$ cat src/rtl/irb_pkg.sv
package irb_pkg;

  // Per-entry control bits kept beside the data fields.
  typedef struct packed {
    logic single;    // second operand ignored in comparison
    logic is_load;   // entry holds a load
    logic memvalid;  // loaded value still usable
  } irb_flags_t;

endpackage

$ cat src/rtl/irb_pc_split.sv
module irb_pc_split #(
  parameter int PC_W  = 32,
  parameter int IDX_W = 4,
  parameter int ALIGN = 2
) (
  input  logic [PC_W-1:0]       pc,
  output logic [IDX_W-1:0]      idx,
  output logic [PC_W-IDX_W-1:0] tag
);
  // Index from the bits above the alignment field; every other bit is tag.
  assign idx = pc[ALIGN +: IDX_W];
  assign tag = {pc[PC_W-1:ALIGN+IDX_W], pc[ALIGN-1:0]};
endmodule

$ cat src/rtl/irb_table.sv
module irb_table
  import irb_pkg::*;
#(
  parameter int ENTRIES = 16,
  parameter int IDX_W   = 4,
  parameter int TAG_W   = 28,
  parameter int DATA_W  = 32,
  parameter int ADDR_W  = 32
) (
  input  logic              clk,
  input  logic              rst_n,
  input  logic              wr_en,
  input  logic [IDX_W-1:0]  wr_idx,
  input  logic [TAG_W-1:0]  wr_tag,
  input  logic              wr_single,
  input  logic              wr_load,
  input  logic [DATA_W-1:0] wr_opa,
  input  logic [DATA_W-1:0] wr_opb,
  input  logic [DATA_W-1:0] wr_res,
  input  logic [ADDR_W-1:0] wr_addr,
  input  logic              inv_en,
  input  logic [ADDR_W-1:0] inv_addr,
  output logic [ENTRIES-1:0] ent_valid,
  output irb_flags_t        ent_flags [ENTRIES],
  output logic [TAG_W-1:0]  ent_tag   [ENTRIES],
  output logic [DATA_W-1:0] ent_opa   [ENTRIES],
  output logic [DATA_W-1:0] ent_opb   [ENTRIES],
  output logic [DATA_W-1:0] ent_res   [ENTRIES],
  output logic [ADDR_W-1:0] ent_addr  [ENTRIES]
);

  for (genvar e = 0; e < ENTRIES; e++) begin : g_ent
    logic              sel;
    logic              kill;
    logic              mv_nxt;
    logic [ADDR_W-1:0] addr_nxt;
    logic              v_q;
    irb_flags_t        f_q;
    logic [TAG_W-1:0]  tag_q;
    logic [DATA_W-1:0] opa_q, opb_q, res_q;
    logic [ADDR_W-1:0] addr_q;

    assign sel      = wr_en && (wr_idx == IDX_W'(e));
    // Store snoop compares the address the entry will hold after this edge,
    // so a same-cycle commit and matching store leave memvalid clear.
    assign addr_nxt = sel ? wr_addr : addr_q;
    assign mv_nxt   = sel ? wr_load : f_q.memvalid;
    assign kill     = inv_en && (addr_nxt == inv_addr);

    always_ff @(posedge clk or negedge rst_n) begin
      if (!rst_n) begin
        v_q <= 1'b0;
        f_q <= '0;
      end else begin
        if (sel) begin
          v_q       <= 1'b1;
          f_q.single  <= wr_single;
          f_q.is_load <= wr_load;
        end
        f_q.memvalid <= mv_nxt & ~kill;
      end
    end

    // Datapath fields need no reset: the valid bit guards them.
    always_ff @(posedge clk) begin
      if (sel) begin
        tag_q  <= wr_tag;
        opa_q  <= wr_opa;
        opb_q  <= wr_opb;
        res_q  <= wr_res;
        addr_q <= wr_addr;
      end
    end

    assign ent_valid[e] = v_q;
    assign ent_flags[e] = f_q;
    assign ent_tag[e]   = tag_q;
    assign ent_opa[e]   = opa_q;
    assign ent_opb[e]   = opb_q;
    assign ent_res[e]   = res_q;
    assign ent_addr[e]  = addr_q;
  end

endmodule

$ cat src/rtl/irb_tag_stage.sv
module irb_tag_stage #(
  parameter int ENTRIES = 16,
  parameter int IDX_W   = 4,
  parameter int TAG_W   = 28
) (
  input  logic               clk,
  input  logic               rst_n,
  input  logic               lk_valid,
  input  logic [IDX_W-1:0]   lk_idx,
  input  logic [TAG_W-1:0]   lk_tag,
  input  logic               cm_valid,
  input  logic [IDX_W-1:0]   cm_idx,
  input  logic [ENTRIES-1:0] ent_valid,
  input  logic [TAG_W-1:0]   ent_tag [ENTRIES],
  output logic               s1_valid,
  output logic [IDX_W-1:0]   s1_idx,
  output logic               s1_taghit
);

  logic tag_eq;
  logic overwritten;

  assign tag_eq      = ent_valid[lk_idx] && (ent_tag[lk_idx] == lk_tag);
  // An entry being replaced this cycle would reach the operand stage with
  // contents different from the ones whose tag was checked: force a miss.
  assign overwritten = cm_valid && (cm_idx == lk_idx);

  always_ff @(posedge clk or negedge rst_n) begin
    if (!rst_n) begin
      s1_valid  <= 1'b0;
      s1_taghit <= 1'b0;
      s1_idx    <= '0;
    end else begin
      s1_valid  <= lk_valid;
      s1_taghit <= lk_valid && tag_eq && !overwritten;
      s1_idx    <= lk_idx;
    end
  end

endmodule

$ cat src/rtl/irb_opnd_stage.sv
module irb_opnd_stage
  import irb_pkg::*;
#(
  parameter int ENTRIES = 16,
  parameter int IDX_W   = 4,
  parameter int DATA_W  = 32,
  parameter int ADDR_W  = 32
) (
  input  logic              clk,
  input  logic              rst_n,
  input  logic              s1_valid,
  input  logic [IDX_W-1:0]  s1_idx,
  input  logic              s1_taghit,
  input  logic [DATA_W-1:0] opa,
  input  logic [DATA_W-1:0] opb,
  input  irb_flags_t        ent_flags [ENTRIES],
  input  logic [DATA_W-1:0] ent_opa   [ENTRIES],
  input  logic [DATA_W-1:0] ent_opb   [ENTRIES],
  input  logic [DATA_W-1:0] ent_res   [ENTRIES],
  input  logic [ADDR_W-1:0] ent_addr  [ENTRIES],
  output logic              rs_valid,
  output logic              rs_hit,
  output logic              rs_mem_ok,
  output logic [DATA_W-1:0] rs_result,
  output logic [ADDR_W-1:0] rs_addr
);

  irb_flags_t sel_f;
  logic       a_eq, b_eq, hit;

  assign sel_f = ent_flags[s1_idx];
  assign a_eq  = (opa == ent_opa[s1_idx]);
  assign b_eq  = sel_f.single || (opb == ent_opb[s1_idx]);
  assign hit   = s1_valid && s1_taghit && a_eq && b_eq;

  always_ff @(posedge clk or negedge rst_n) begin
    if (!rst_n) begin
      rs_valid  <= 1'b0;
      rs_hit    <= 1'b0;
      rs_mem_ok <= 1'b0;
      rs_result <= '0;
      rs_addr   <= '0;
    end else begin
      rs_valid  <= s1_valid;
      rs_hit    <= hit;
      rs_mem_ok <= hit && sel_f.is_load && sel_f.memvalid;
      rs_result <= hit ? ent_res[s1_idx]  : '0;
      rs_addr   <= hit ? ent_addr[s1_idx] : '0;
    end
  end

endmodule

$ cat src/rtl/reuse_buffer.sv
module reuse_buffer
  import irb_pkg::*;
#(
  parameter int PC_W    = 32,
  parameter int DATA_W  = 32,
  parameter int ADDR_W  = 32,
  parameter int ENTRIES = 16,
  parameter int ALIGN   = 2
) (
  input  logic              clk,
  input  logic              rst_n,
  input  logic              lk_valid,
  input  logic [PC_W-1:0]   lk_pc,
  input  logic [DATA_W-1:0] lk_opa,
  input  logic [DATA_W-1:0] lk_opb,
  output logic              rs_valid,
  output logic              rs_hit,
  output logic              rs_mem_ok,
  output logic [DATA_W-1:0] rs_result,
  output logic [ADDR_W-1:0] rs_addr,
  input  logic              cm_valid,
  input  logic [PC_W-1:0]   cm_pc,
  input  logic              cm_single,
  input  logic              cm_load,
  input  logic [DATA_W-1:0] cm_opa,
  input  logic [DATA_W-1:0] cm_opb,
  input  logic [DATA_W-1:0] cm_result,
  input  logic [ADDR_W-1:0] cm_addr,
  input  logic              st_valid,
  input  logic [ADDR_W-1:0] st_addr
);

  localparam int IDX_W = $clog2(ENTRIES);
  localparam int TAG_W = PC_W - IDX_W;

  logic [IDX_W-1:0]   lk_idx, cm_idx;
  logic [TAG_W-1:0]   lk_tag, cm_tag;
  logic [ENTRIES-1:0] ent_valid;
  irb_flags_t         ent_flags [ENTRIES];
  logic [TAG_W-1:0]   ent_tag   [ENTRIES];
  logic [DATA_W-1:0]  ent_opa   [ENTRIES];
  logic [DATA_W-1:0]  ent_opb   [ENTRIES];
  logic [DATA_W-1:0]  ent_res   [ENTRIES];
  logic [ADDR_W-1:0]  ent_addr  [ENTRIES];
  logic               s1_valid, s1_taghit;
  logic [IDX_W-1:0]   s1_idx;

  irb_pc_split #(.PC_W(PC_W), .IDX_W(IDX_W), .ALIGN(ALIGN)) u_split_lk (
    .pc(lk_pc), .idx(lk_idx), .tag(lk_tag)
  );

  irb_pc_split #(.PC_W(PC_W), .IDX_W(IDX_W), .ALIGN(ALIGN)) u_split_cm (
    .pc(cm_pc), .idx(cm_idx), .tag(cm_tag)
  );

  irb_table #(
    .ENTRIES(ENTRIES), .IDX_W(IDX_W), .TAG_W(TAG_W),
    .DATA_W(DATA_W), .ADDR_W(ADDR_W)
  ) u_table (
    .clk       (clk),
    .rst_n     (rst_n),
    .wr_en     (cm_valid),
    .wr_idx    (cm_idx),
    .wr_tag    (cm_tag),
    .wr_single (cm_single),
    .wr_load   (cm_load),
    .wr_opa    (cm_opa),
    .wr_opb    (cm_opb),
    .wr_res    (cm_result),
    .wr_addr   (cm_addr),
    .inv_en    (st_valid),
    .inv_addr  (st_addr),
    .ent_valid (ent_valid),
    .ent_flags (ent_flags),
    .ent_tag   (ent_tag),
    .ent_opa   (ent_opa),
    .ent_opb   (ent_opb),
    .ent_res   (ent_res),
    .ent_addr  (ent_addr)
  );

  irb_tag_stage #(.ENTRIES(ENTRIES), .IDX_W(IDX_W), .TAG_W(TAG_W)) u_tag (
    .clk       (clk),
    .rst_n     (rst_n),
    .lk_valid  (lk_valid),
    .lk_idx    (lk_idx),
    .lk_tag    (lk_tag),
    .cm_valid  (cm_valid),
    .cm_idx    (cm_idx),
    .ent_valid (ent_valid),
    .ent_tag   (ent_tag),
    .s1_valid  (s1_valid),
    .s1_idx    (s1_idx),
    .s1_taghit (s1_taghit)
  );

  irb_opnd_stage #(
    .ENTRIES(ENTRIES), .IDX_W(IDX_W), .DATA_W(DATA_W), .ADDR_W(ADDR_W)
  ) u_opnd (
    .clk       (clk),
    .rst_n     (rst_n),
    .s1_valid  (s1_valid),
    .s1_idx    (s1_idx),
    .s1_taghit (s1_taghit),
    .opa       (lk_opa),
    .opb       (lk_opb),
    .ent_flags (ent_flags),
    .ent_opa   (ent_opa),
    .ent_opb   (ent_opb),
    .ent_res   (ent_res),
    .ent_addr  (ent_addr),
    .rs_valid  (rs_valid),
    .rs_hit    (rs_hit),
    .rs_mem_ok (rs_mem_ok),
    .rs_result (rs_result),
    .rs_addr   (rs_addr)
  );

endmodule

$ cat config.mk
export PLATFORM = sky130hd
export DESIGN_NAME = reuse_buffer
export DESIGN_NICKNAME = d
export VERILOG_FILES = /design/src/rtl/irb_pkg.sv /design/src/rtl/irb_pc_split.sv /design/src/rtl/irb_table.sv /design/src/rtl/irb_tag_stage.sv /design/src/rtl/irb_opnd_stage.sv /design/src/rtl/reuse_buffer.sv
export SDC_FILE = /design/constraint.sdc
export NUM_CORES = 2
export LEC_CHECK = 0
export BUFFER_PORTS_ARGS = -buffer_cell sky130_fd_sc_hd__buf_2
export CELL_PAD_IN_SITES_DETAIL_PLACEMENT = 0
export CELL_PAD_IN_SITES_GLOBAL_PLACEMENT = 1
export CORE_MARGIN = 2
export CORE_UTILIZATION = 54
export CTS_CLUSTER_SIZE = 24
export DETAILED_ROUTE_END_ITERATION = 8
export PLACE_DENSITY = 0.82
export SLEW_MARGIN = 20
export SYNTH_ARGS = -nofsm -noshare
export SYNTH_HDL_FRONTEND = slang
export SYNTH_SLANG_ARGS = --single-unit
$ cat constraint.sdc
create_clock -name clk -period 3.6 [get_ports clk]
set_input_delay 0.36 -clock clk [delete_from_list [all_inputs] [get_ports clk]]
set_output_delay 0.36 -clock clk [all_outputs]
set_load 0.1 [all_outputs]
# ---- Word-level counts from Yosys, hierarchy flattened
# Cells that the tools add are included.
dict set report word_totals {
  ff_bits 2633
  in_bits 295
}
dict set report op_classes {
  mux 54
  n_bitwise 34
  n_lt_le_gt_ge 3
  n_eq_ne 35
  reduce_logical 44
}
# operator count
set ops {}
lappend ops {{$mux W32} 26}
lappend ops {{$eq A32 B32 Y1} 18}
lappend ops {{$bmux W32 S4} 4}
lappend ops {{$bmux W28 S4} 1}
lappend ops {{$mux W28} 2}
lappend ops {{$logic_and A1 B1 Y1} 41}
lappend ops {{$eq A4 B4 Y1 const B} 8}
lappend ops {{$eq A28 B28 Y1} 1}
lappend ops {{$mux W1} 17}
lappend ops {{$and A1 B1 Y1} 16}
lappend ops {{$eq A4 B3 Y1 const B} 4}
lappend ops {{$not A1 Y1} 16}
lappend ops {{$bmux W3 S4} 1}
lappend ops {{$ge A5 B5 Y1 const B} 2}
lappend ops {{$not A4 Y5} 2}
lappend ops {{$eq A4 B2 Y1 const B} 2}
lappend ops {{$mux W3} 2}
lappend ops {{$lt A4 B5 Y1 const B} 1}
lappend ops {{$bmux W1 S4} 1}
lappend ops {{$eq A4 B1 Y1 const B} 1}
lappend ops {{$eq A4 B4 Y1} 1}
lappend ops {{$logic_not A4 Y1} 1}
lappend ops {{$logic_not A1 Y1} 1}
lappend ops {{$logic_or A1 B1 Y1} 1}

# ---- Depth between registers and ports, before layout
dict set report depth {
  depth_word 9
  mapped_depth 15
  depth_no_buf 9
}

# ---- Modules after synthesis
# Synthesis repeated with hierarchy kept, for this count alone.
dict set report hier_totals {
  hier_cells 7717
  area_unflattened_um2 113724.1
}
# module cells_each area_per_inst_um2 n_inst seq_area_each_um2
set by_module_without_submodules {}
lappend by_module_without_submodules {irb_table 5679 88310.9 1 71428.5}
lappend by_module_without_submodules {irb_opnd_stage 1636 20543.5 1 1676.6}
lappend by_module_without_submodules {irb_tag_stage 338 4389.2 1 150.1}
lappend by_module_without_submodules {irb_pc_split 32 240.2 2 0.0}

# ---- Worst setup path after synthesis
# Ideal clock, no wire load.
dict set report synth_timing {
  path_type {in2reg}
  from {in cm_pc[4]}
  to {reg u_table.g_ent[11].f_q, in the netlist u_table.ent_flags[12]}
  setup_slack_ns -2.791
  t_arrival_ns 6.251
  stages 9
  cell_sequence {nand3b_1 nor2_1 clkbuf_1 buf_1 mux2_2 nor2_1 nand4b_1 nor4_1 a31oi_1}
}
dict set report synth_between {
  elab_chain_len 7
  elab_cells_between_ends 8
  classes_between {2 x eq/ne; 2 x mux; 2 x bitwise; 2 x reduce/logical}
}
# item line
set synth_rtl {}
lappend synth_rtl {{from (decl)} reuse_buffer.sv:22} ;# input logic [PC_W-1:0] cm_pc,
lappend synth_rtl {{$eq A4 B4 Y1} irb_table.sv:43} ;# assign sel = wr_en && (wr_idx == IDX_W'(e));
lappend synth_rtl {{$logic_and A1 B1 Y1} irb_table.sv:43}
lappend synth_rtl {{$mux W32} irb_table.sv:46} ;# assign addr_nxt = sel ? wr_addr : addr_q;
lappend synth_rtl {{net u_table.g_ent[11].addr_nxt[5]} irb_table.sv:36} ;# logic [ADDR_W-1:0] addr_nxt;
lappend synth_rtl {{$eq A32 B32 Y1} irb_table.sv:48} ;# assign kill = inv_en && (addr_nxt == inv_addr);
lappend synth_rtl {{$logic_and A1 B1 Y1} irb_table.sv:48}
lappend synth_rtl {{$not A1 Y1} irb_table.sv:60} ;# f_q.memvalid <= mv_nxt & ~kill;
lappend synth_rtl {{$and A1 B1 Y1} irb_table.sv:60}
lappend synth_rtl {{to (decl)} irb_table.sv:38} ;# irb_flags_t f_q;
# The timed path passes the listed nets, and every way through them passes these cells.
# A chain may end at the register's enable or synchronous reset.

# ---- Worst setup path in the final report
dict set report layout_timing {
  from {reg u_tag.s1_idx[0]}
  to {reg u_opnd.rs_addr[7]}
}
dict set report layout_between {
  elab_chain_len 8
  elab_cells_between_ends 19
  classes_between {2 x eq/ne; 13 x mux; 1 x bitwise; 3 x reduce/logical}
}
# item line
set layout_rtl {}
lappend layout_rtl {{from (decl)} irb_tag_stage.sv:16} ;# output logic [IDX_W-1:0] s1_idx,
lappend layout_rtl {{from (signal assigned)} irb_tag_stage.sv:36} ;# s1_idx <= lk_idx;
lappend layout_rtl {{$not A4 Y5 (not written as such) *} -}
lappend layout_rtl {{$bmux W32 S4, on equally long branches} {irb_opnd_stage.sv:32, irb_opnd_stage.sv:33}}
lappend layout_rtl {{$mux W32, on equally long branches (2 in series)} {irb_opnd_stage.sv:32, irb_opnd_stage.sv:33}}
lappend layout_rtl {{$eq A32 B32 Y1, on equally long branches} {irb_opnd_stage.sv:32, irb_opnd_stage.sv:33}}
lappend layout_rtl {{$logic_and A1 B1 Y1 or $logic_or A1 B1 Y1 (tied branches)} {irb_opnd_stage.sv:34, irb_opnd_stage.sv:33}}
lappend layout_rtl {{$logic_and A1 B1 Y1} irb_opnd_stage.sv:34} ;# assign hit = s1_valid && s1_taghit && a_eq && b_eq;
lappend layout_rtl {{$mux W32 *} irb_opnd_stage.sv:48} ;# rs_addr <= hit ? ent_addr[s1_idx] : '0;
lappend layout_rtl {{to (signal assigned)} irb_opnd_stage.sv:48}
lappend layout_rtl {{to (decl)} irb_opnd_stage.sv:25} ;# output logic [ADDR_W-1:0] rs_addr
# Every way passes the cells marked *; elsewhere a longest branch is shown, timed or not. The select of a mux whose other input is x is not followed.

==> results.md <==
- Number of global-route vias before repair: 62,009
- Final hold vios: 0
- Area share of the largest cell type after synthesis: 0.549
- Post-route ant nets: 0
- Largest net degree at the start of global routing: slightly above 90
- Peak supply drop: roughly 0.58 mV
- Post-Syn Area: between 0.1 and 0.15 mm2
- Cell with the most instances after synthesis: edfxtp_1
- FF+latch count, synth: 2,633
- Syn Inst Count: roughly 6,000
- LEAKAGE: roughly 45 nW
- Total GRT Usage: 0.322
- Setup_tns: -1.66 ns
- Simple-gate share of the synthesized area: 0.0316
- Die H: between 400 and 500 um
- Initial DRC count: roughly 8,000
- Post-synth EDFFs: 1,984
- # rows: between 150 and 200
- Failing checks: negative setup slack
- Relative slew slack: 0.285
- Largest cells by area after synthesis: edfxtp_1 (55%), mux4_2 (13%), dfxtp_1 (9.4%), mux2_2 (5.3%), xnor2_1 (3.4%)
- Nets: slightly above 7,000
- Kind of end point of the critical path: flip-flop
- GRT overflow: 0
- Setup violators final: 52
- Vias per Instance: 6.38
- Crit path DAT: approximately 4.5 ns
- First-pass GRT wire length: around 470 mm
- MaxCap Viol Count: 0
- Post-synth ARST share: 0.0520
- Post-synth net total: about 6,300
- Measured slew at the worst slew-check pin: around 1.1 ns
- Mapped Avg Cell Area: 17.9 um2
- Worst skew pair latency: roughly 0.95 ns
- Fmax: between 0.2 and 0.3 GHz
- Clock sink count: roughly 2,600
- CTS Buf Count: between 200 and 300
- Synth warn: 0
- Vias: 62,551
- Commonest cells post-synth: edfxtp_1 (1,984), mux4_2 (639), dfxtp_1 (512)
- Port Buf Inserts: ~360
- Final WS setup: -0.0744 ns
- Top_reg_cell synth: edfxtp_1
- Residual DRC: 0
- Adder-cell share of the synthesized area: 0
- Compound-gate portion of the synthesized area: 0.0222
- RSZ-0062 raised after global routing: yes
- Clock root buffer: clkbuf_16
- Drt wl/cell: 34.0 um
- Core area: around 0.20 mm2
- HP Class: in2reg
- Status: complete, but fails checks
- Pwr Density: a little under 600 mW/mm2
- Initial core utilization: 0.544
- H-tree Lvls: 5
- Cell taking the most area after synthesis: edfxtp_1
- XOR/XNOR share of the synthesized area: 0.0480
- TritonCTS clock tree: built
- Final wirelength: around 330 mm
- Pre-CTS setup slack: -0.321 ns
- Period utilization: 1.02
- Top Ports: roughly 360
- Placer Congestion: 1.00
- Placed cells: roughly 9,100
- Fill cells: between 10,000 and 15,000
- Required @ worst endpoint: roughly 4.4 ns
- Sequential area share after synthesis: 0.675
- Clk pin slew, worst setup/hold paths: 0.06 ns
- Drt pass-1 iters: 6
- Largest family of logic cells by synthesized area: multiplexers
- Die ar.: roughly 0.2 mm2
- CP Class: reg2reg
- Initial antenna violation count: 66
- CP startpoint kind: flip-flop
- Die X: roughly 450 um
- Period minus WS final: 3.67 ns
- Post-synthesis mux area share: 0.204
- Share of layout cells above drive strength 1: 0.350
- Distinct cells, synth: 76
- Final Slew Violations: 0
- Non-Filler Instances: slightly below 10,000
- Clock buffer depth: 4
- Hold_ws: between 0.05 and 0.06 ns
- Post-Route Skew: approximately 0.052 ns
- HPWL after DPL: between 200 and 250 mm
- P&R area growth vs syn: 17.8%
- CP max FO: 12
- R2R setup slack: -0.07 ns
## flip-flops by register name, indices dropped and copies added, names as in the netlist, 16 cells and up
signal / count
u_table.g_ent.addr_q: 512
u_table.g_ent.opb_q: 512
u_table.g_ent.res_q: 512
u_table.g_ent.tag_q: 448
u_table.g_ent.opa_q: 512
u_opnd.rs_result: 32
u_table.g_ent.v_q: 16
u_opnd.rs_addr: 32
u_table.ent_flags: 48
## critical path, stage by stage (launching register included)
cell	delay [ns]
dfrtp_4	0.50
buf_6	0.13
buf_4	0.13
buf_16	0.16
mux4_2	0.53
mux2i_1	0.18
mux2i_1	0.16
xnor2_1	0.23
nand4_1	0.31
nor4_1	0.33
nand4_1	0.14
buf_6	0.17
buf_16	0.19
clkbuf_16	0.20
a211oi_4	0.20
## layer usage
metal / wire length, um / vias up / global-route usage
li1: - / 25564 / -
met1: 127000 / 32564 / 0.440
met2: 157000 / 3673 / 0.503
met3: 32500 / 716 / 0.0611
met4: 17100 / 34 / 0.153
met5: 177 / - / 0
## cell type report
type | instances | area, um2 | share of cell area
flip-flops and latches | 2633 | 73300 | 0.573
multi-input cells | 2962 | 33700 | 0.263
repair buffers | 964 | 8250 | 0.0645
clock buffers | 374 | 7900 | 0.0618
well taps | 2656 | 3320 | 0.0260
clock inverters | 122 | 1120 | 0.00878
inverters | 70 | 300 | 0.00235
diodes | 30 | 75.1 | 0.000587
## path summary, 6_finish.rpt
kind / startpoint / end / depth (start not counted)
min reg2reg: u_table.g_ent[9].v_q / u_table.g_ent[9].v_q / 1
max in group asynchronous: rst_n / u_opnd.rs_addr[18] / 4
min in group asynchronous: rst_n / u_opnd.rs_addr[13] / 3
max reg2reg: u_tag.s1_idx[0] / u_opnd.rs_addr[7] / 14
min: lk_pc[11] / u_tag.s1_taghit / 5
max: u_tag.s1_idx[0] / u_opnd.rs_addr[7] / 14
## per-stage QoR
step	total power [mW]	cell area [um2]	util
2_1_floorplan	41.8	109000	-
3_3_place_gp	45.8	116000	0.580
3_5_place_dp	46.0	116000	0.580
4_1_cts	74.6	127000	0.636
5_1_grt	76.6	128000	0.641
6_report	74.7	128000	0.641
## layout by cell type, fill, tap and decap left out, types with 42 or more instances in the layout
| cell type | Yosys | final |
|---|---|---|
| dlygate4sd3_1 | 0 | 167 |
| dfrtp_1 | 137 | 133 |
| xnor2_1 | 419 | 419 |
| clkbuf_1 | 179 | 60 |
| clkbuf_16 | 0 | 308 |
| nor4_1 | 74 | 71 |
| mux4_2 | 639 | 639 |
| buf_4 | 20 | 316 |
| a211oi_2 | 39 | 62 |
| mux2i_1 | 201 | 195 |
| clkinv_1 | 0 | 42 |
| a22oi_1 | 47 | 44 |
| nor2_1 | 84 | 74 |
| xor2_1 | 176 | 175 |
| buf_2 | 101 | 357 |
| clkinv_2 | 0 | 48 |
| edfxtp_1 | 1984 | 1984 |
| dfxtp_1 | 512 | 512 |
| a21oi_1 | 52 | 52 |
| nand2_1 | 338 | 338 |
| inv_1 | 57 | 52 |
| nand4_1 | 68 | 68 |
| buf_12 | 0 | 78 |
| mux2_2 | 508 | 507 |
## logic make-up after synthesis
group / after synthesis
buf+inv: 454
compound gates: 312
flops: 2633
mux: 1348
simple gates: 707
xor+xnor: 595
## power breakdown
group	total [mW]	internal, mW	switching (mW)
logic	10.4	4.55	5.90
clock network	28.7	16.9	11.8
registers	35.6	34.7	0.930
total	74.7	56.1	18.6
## repair_timing
| action | CTS | global route |
|---|---|---|
| endpoints found under the setup margin | 66 | 66 |
| pin swaps | 5 | 30 |
| endpoints found under the hold margin | 2568 | 0 |
| gates resized for setup | 26 | 101 |
| cloned | 3 | 12 |
| hold buffers | 167 | 0 |
| buffers inserted | 9 | 25 |
Note: power is estimated with default switching activity, not from simulation.
